$ cat config.mk
export PLATFORM = sky130hd
export DESIGN_NAME = wf_lockstep_seq
export DESIGN_NICKNAME = d
export VERILOG_FILES = /design/src/rtl/wfseq_pkg.sv /design/src/rtl/wf_div_stack.sv /design/src/rtl/wf_lane_slice.sv /design/src/rtl/wf_lockstep_seq.sv
export SDC_FILE = /design/constraint.sdc
export NUM_CORES = 1
export LEC_CHECK = 0
export ABC_AREA = 1
export BUFFER_PORTS_ARGS = -buffer_cell sky130_fd_sc_hd__buf_4
export CORE_AREA = 2 2 169 171
export DETAILED_ROUTE_END_ITERATION = 8
export DIE_AREA = 0 0 171 173
export PLACE_DENSITY_LB_ADDON = 0.15
export SLEW_MARGIN = 30
export SYNTH_ARGS = -nofsm -noshare
export SYNTH_HDL_FRONTEND = slang
export SYNTH_SLANG_ARGS = --single-unit
$ cat constraint.sdc
create_clock -name clk -period 9.3 [get_ports clk]
set_input_delay 0.465 -clock clk [delete_from_list [all_inputs] [get_ports clk]]
set_output_delay 0.465 -clock clk [all_outputs]
set_load 0.005 [all_outputs]
$ cat src/rtl/wfseq_pkg.sv
package wfseq_pkg;
    typedef enum logic [1:0] {
        OP_ALU    = 2'b00,
        OP_BRANCH = 2'b01,
        OP_ELSE   = 2'b10,
        OP_JOIN   = 2'b11
    } op_e;

    typedef enum logic [1:0] {
        S_RUN    = 2'b00,
        S_REPLAY = 2'b01,
        S_SKIP   = 2'b10
    } seq_state_e;
endpackage

$ cat src/rtl/wf_div_stack.sv
module wf_div_stack #(
    parameter int DEPTH = 4,
    parameter int W     = 66
) (
    input  logic         clk,
    input  logic         rst_n,
    input  logic         push,
    input  logic         pop,
    input  logic [W-1:0] push_data,
    output logic [W-1:0] top,
    output logic         empty,
    output logic         ovf
);
    localparam int CW = $clog2(DEPTH + 1);
    localparam int AW = (DEPTH > 1) ? $clog2(DEPTH) : 1;

    logic [W-1:0]  mem [DEPTH];
    logic [CW-1:0] cnt;
    logic          full;

    assign full  = (cnt == CW'(DEPTH));
    assign empty = (cnt == '0);
    assign top   = empty ? '0 : mem[AW'(cnt - CW'(1))];

    always_ff @(posedge clk) begin
        if (!rst_n) begin
            cnt <= '0;
            ovf <= 1'b0;
        end else if (push) begin
            if (full) begin
                ovf <= 1'b1;
            end else begin
                mem[AW'(cnt)] <= push_data;
                cnt           <= cnt + CW'(1);
            end
        end else if (pop && !empty) begin
            cnt <= cnt - CW'(1);
        end
    end
endmodule

$ cat src/rtl/wf_lane_slice.sv
module wf_lane_slice #(
    parameter int WAVE  = 64,
    parameter int LANES = 16,
    parameter int QW    = 2
) (
    input  logic [WAVE-1:0]  mask,
    input  logic [QW-1:0]    sel,
    output logic [LANES-1:0] lanes
);
    localparam int NQ = WAVE / LANES;

    logic [LANES-1:0] slice [NQ];

    for (genvar g = 0; g < NQ; g++) begin : g_quarter
        assign slice[g] = mask[g*LANES +: LANES];
    end

    assign lanes = slice[sel];
endmodule

$ cat src/rtl/wf_lockstep_seq.sv
module wf_lockstep_seq
    import wfseq_pkg::*;
#(
    parameter int WAVE   = 64,
    parameter int LANES  = 16,
    parameter int DEPTH  = 4,
    parameter int NEST_W = 4,
    localparam int QW    = $clog2(WAVE / LANES)
) (
    input  logic             clk,
    input  logic             rst_n,
    input  logic             in_valid,
    input  logic [1:0]       in_op,
    input  logic [WAVE-1:0]  in_cond,
    output logic             in_ready,
    output logic             lane_valid,
    output logic [QW-1:0]    lane_quarter,
    output logic [LANES-1:0] lane_en,
    output logic             ovf_err
);
    localparam int QUARTERS = WAVE / LANES;
    localparam int EW       = WAVE + 2;
    localparam logic [QW-1:0] LAST_Q = QW'(QUARTERS - 1);

    seq_state_e      state, n_state;
    logic [QW-1:0]   q, n_q;
    logic [WAVE-1:0] active, n_act;
    logic [NEST_W-1:0] nest, n_nest;

    logic          take, push, pop, st_empty;
    logic [EW-1:0] push_d, top;
    logic [WAVE-1:0] top_mask, t_set, f_set;
    logic          top_taken, top_uni;
    logic [LANES-1:0] slice_out;
    op_e           op;

    assign op        = op_e'(in_op);
    assign top_mask  = top[WAVE-1:0];
    assign top_taken = top[WAVE];
    assign top_uni   = top[WAVE+1];
    assign t_set     = active & in_cond;
    assign f_set     = active & ~in_cond;
    assign take      = in_valid && in_ready;

    wf_div_stack #(.DEPTH(DEPTH), .W(EW)) u_stack (
        .clk(clk), .rst_n(rst_n), .push(push), .pop(pop),
        .push_data(push_d), .top(top), .empty(st_empty), .ovf(ovf_err)
    );

    wf_lane_slice #(.WAVE(WAVE), .LANES(LANES), .QW(QW)) u_slice (
        .mask(active), .sel(q), .lanes(slice_out)
    );

    // next-state logic
    always_comb begin
        n_state = state;
        n_q     = q;
        n_act   = active;
        n_nest  = nest;
        push    = 1'b0;
        pop     = 1'b0;
        push_d  = '0;
        unique case (state)
            S_REPLAY: begin
                if (q != LAST_Q)  n_q = q + QW'(1);
                else if (!take)   n_state = S_RUN;
            end
            S_RUN, S_SKIP: ;
            default: n_state = S_RUN;
        endcase
        if (take) begin
            if (state == S_SKIP) begin
                unique case (op)
                    OP_ALU:    ;
                    OP_BRANCH: n_nest = nest + NEST_W'(1);
                    OP_ELSE:   if (nest == '0 && !top_taken) n_state = S_RUN;
                    OP_JOIN: begin
                        if (nest == '0) begin
                            pop     = 1'b1;
                            n_act   = top_mask;
                            n_state = S_RUN;
                        end else begin
                            n_nest = nest - NEST_W'(1);
                        end
                    end
                endcase
            end else begin
                n_state = S_RUN;
                unique case (op)
                    OP_ALU: begin
                        n_state = S_REPLAY;
                        n_q     = '0;
                    end
                    OP_BRANCH: begin
                        push = 1'b1;
                        if (|t_set && |f_set) begin
                            push_d = {1'b0, 1'b1, active};
                            n_act  = t_set;
                        end else if (|t_set) begin
                            push_d = {1'b1, 1'b1, active};
                        end else begin
                            push_d  = {1'b1, 1'b0, active};
                            n_state = S_SKIP;
                            n_nest  = '0;
                        end
                    end
                    OP_ELSE: begin
                        if (!st_empty) begin
                            if (!top_uni) begin
                                n_act = top_mask & ~active;
                            end else if (top_taken) begin
                                n_state = S_SKIP;
                                n_nest  = '0;
                            end
                        end
                    end
                    OP_JOIN: begin
                        if (!st_empty) begin
                            pop   = 1'b1;
                            n_act = top_mask;
                        end
                    end
                endcase
            end
        end
    end

    // state register
    always_ff @(posedge clk) begin
        if (!rst_n) begin
            state  <= S_RUN;
            q      <= '0;
            active <= '1;
            nest   <= '0;
        end else begin
            state  <= n_state;
            q      <= n_q;
            active <= n_act;
            nest   <= n_nest;
        end
    end

    // outputs
    always_comb begin
        lane_valid   = (state == S_REPLAY);
        in_ready     = (state != S_REPLAY) || (q == LAST_Q);
        lane_quarter = q;
        lane_en      = lane_valid ? slice_out : '0;
    end
endmodule

==> impl_metrics.ini <==
[sta]
rsz0062_at_grt = no
drv_slew = 0
fin_crit_sh_pct = 46.4
hold_viol_final = 0
fin_hold_ws_ns = 0.344
slew_headroom_pct = 36.1
fin_crit_ns = 4.31
setup_viol = 0
fmax_mhz = 232
finalClockSkew_ns = 0.0243
worst_pin_slew_ns = 0.958
setup_tns_ns = 0

[detailed_routing]
initialDrtViolationCount = 2020
avgRoutedWirePerCell_um = 22.1
vias = 14100
drtPass1Iterations = 7
drcViolationCount = 0
wirelength_um = 50300
viasPerCell = 6.20
drtAntennaViolNets = 0

[clock_network]
post_cts_buffers = 0
cts.clk_slew.worst_paths_ns = 0.06
clk_latency_ns = 0.54
cts.repair.resized = 0
numCtsBuffers = 36
root_buffer = clkbuf_16
cts_buffer_depth = 3
clock-sinks = 340
htree_levels = 2
cts_tree = done
hold_buffers = 0

[pwr]
p_total_mw = 3.67
vdd.ir_drop.worst_mv = 0.151
powerDensity_nw_per_um2 = 195
power.leakage_nw = 7.63

[critical_path]
cpPeakStageDelay_ns = 0.65
reg2regPathDepth = 12
crit_path_top_delay_cell = dfxtp_4
reg2reg_to = active[53]$_SDFFE_PN1P_
required_ns = 9.67
ff2ff_setup_slack_ns = 4.99
r2r-start = u_stack.cnt[0]$_SDFFE_PN0P_
worstPathMaxFanout = 71
critical_path.cell_chain = inv_4 > ha_2 > nand2_2 > buf_4 > inv_1 > nand3_1 > nand4_2 > a21oi_4 > buf_4 > nand2_4 > nand2_1 > nand3_1
cp.arrival_ns = 4.68
path_buf_inv = 4
cp_top_family = buffers and inverters
critPathLaunchType = flop
critPathCaptureType = flop
crit_type = reg2reg

[finish]
final_cells = 2275
layout.nets = 1948
antennaDiodeCount = 0
n_fill_cell = 2201
layout-drive-gt1-share_pct = 13.9
final_util_pct = 68.1
area_delta_synth_final_pct = 10.5
final_cell_mix = 324 x nor2_1, 320 x nand2_1, 264 x edfxtp_1, 141 x o21ai_0, 126 x inv_1
final_common_cell = nor2_1

[global_routing]
grt_overflow_total = 0
grt_first_pass_wirelength_um = 76700
met3_usage_pct = 6.07
grt.total_usage_pct = 33.7
grt_util_met1_pct = 47.1
antenna_found_initial = 0
grt_pass1_vias = 13400
use_met2_pct = 51.4
grt.busiest_layer = met2
grt_max_degree = 99

[synthesis]
synth_flop_cell = edfxtp_1
yosys_register_bits = 340
avgSynthCellArea_um2 = 9.23
synth_fp_nets = 1922
synth-warning-count = 0
synthCells = 1845
synth_edf_count = 264
synth_area_um2 = 17000
async_reset_ff_share_pct = 0
ys_seq_area_share_pct = 55.5
ys_types = 41

[run]
maxCapViolCount = 0

[placement]
dp_cells = 2211
hpwl_um = 30900
gp_congestion = 1.01
portBuffers = 89

[outcome]
outcome = completed

[floorplanning]
initial_core_util_pct = 61.7
placementRows = 61
die-area_um2 = 29600
die_y_um = 173
die_w_um = 171
io_pins = 90
core_area_um2 = 27600

[hold_path]
worstHoldPathCells = 3
hold_class = in2reg
hold_start = in_op[0]
worstHoldEndpoint = lane_quarter[1]$_SDFF_PN0_
-- flip-flops by register name, summed over array words and instances (netlist names) --
signal,flops
u_stack.mem,264
active,64
nest,4
u_stack.cnt,3
lane_quarter,2
state,2
u_stack.ovf,1
-- cells in the mapped netlist, types with 3 or more instances --
master	number	share of area, %
a21oi_1	11	0.32
a31oi_1	16	0.59
buf_1	7	0.15
buf_12	6	0.71
buf_2	36	1.1
buf_6	7	0.46
clkbuf_1	63	1.4
dfxtp_1	76	8.9
edfxtp_1	264	47
ha_1	7	0.51
inv_1	126	2.8
inv_2	16	0.35
nand2_1	322	7.1
nand2_2	7	0.26
nand3_1	77	2.3
nand3_2	60	3.5
nand4_1	19	0.70
nor2_1	328	7.2
nor2_2	3	0.11
nor2_4	4	0.26
nor3_1	5	0.15
o211ai_1	82	3.6
o21ai_0	141	4.1
o21ai_1	4	0.12
o22ai_1	65	2.4
o31ai_1	64	2.8
or2_1	10	0.37
xor2_1	3	0.15
-- layout make-up --
| type | count | area, um2 | share of cell area [%] |
|---|---|---|---|
| timing repair buffer | 110 | 842 | 4.47 |
| clock buffer | 49 | 981 | 5.21 |
| sequential | 340 | 9450 | 50.2 |
| clock inverter | 15 | 125 | 0.665 |
| inverter | 142 | 536 | 2.84 |
| tap | 378 | 473 | 2.51 |
| multi-input combinational | 1241 | 6420 | 34.1 |
-- power by group --
part	switching (mW)	internal (mW)
registers	0.0613	1.68
logic	0.393	0.172
clock network	0.574	0.795
-- cells by family after synthesis --
group / synth area share (%)
and+or+nand+nor: 22.2
AOI/OAI and AO/OA: 14.4
DFF: 55.5
buffers and inverters: 7.12
adders and majority gates: 0.632
xor gates and xnor gates: 0.206
-- routing by layer --
| metal | vias to the layer above | share of wire (%) |
|---|---|---|
| met5 | - | 0 |
| met4 | 0 | 5.1 |
| met3 | 159 | 10 |
| met2 | 833 | 45 |
| met1 | 6636 | 40 |
| li1 | 6469 | - |
-- worst max-delay path by stage --
stage                                      startpoint                     endpoint  cells past startpoint
final                     u_stack.cnt[0]$_SDFFE_PN0P_      active[53]$_SDFFE_PN1P_                     12
after global routing      u_stack.cnt[0]$_SDFFE_PN0P_      active[27]$_SDFFE_PN1P_                     12
after CTS                 u_stack.cnt[0]$_SDFFE_PN0P_      active[53]$_SDFFE_PN1P_                     12
after detailed placement  u_stack.cnt[0]$_SDFFE_PN0P_      active[53]$_SDFFE_PN1P_                     12
after global placement    u_stack.cnt[0]$_SDFFE_PN0P_      active[56]$_SDFFE_PN1P_                     12
after floorplan           u_stack.cnt[0]$_SDFFE_PN0P_  u_stack.mem[0][0]$_DFFE_PP_                      8
-- worst reg2reg max path: cells and delay by family (launching register included) --
family,cells,cell delay [ns]
fa+ha+maj,1,0.36
flops,1,0.65
simple gates,6,1.27
compound gates,1,0.12
buf+inv,4,1.76
-- through the flow --
stage / worst slack [ns] / instance area, um2
4_1_cts: 5.08 / 18800
3_3_place_gp: 5.20 / 17700
3_5_place_dp: 5.09 / 17700
5_1_grt: 4.72 / 18800
2_1_floorplan: 2.76 / 17000
6_report: 4.99 / 18800
(Power assumes the default switching activity.)
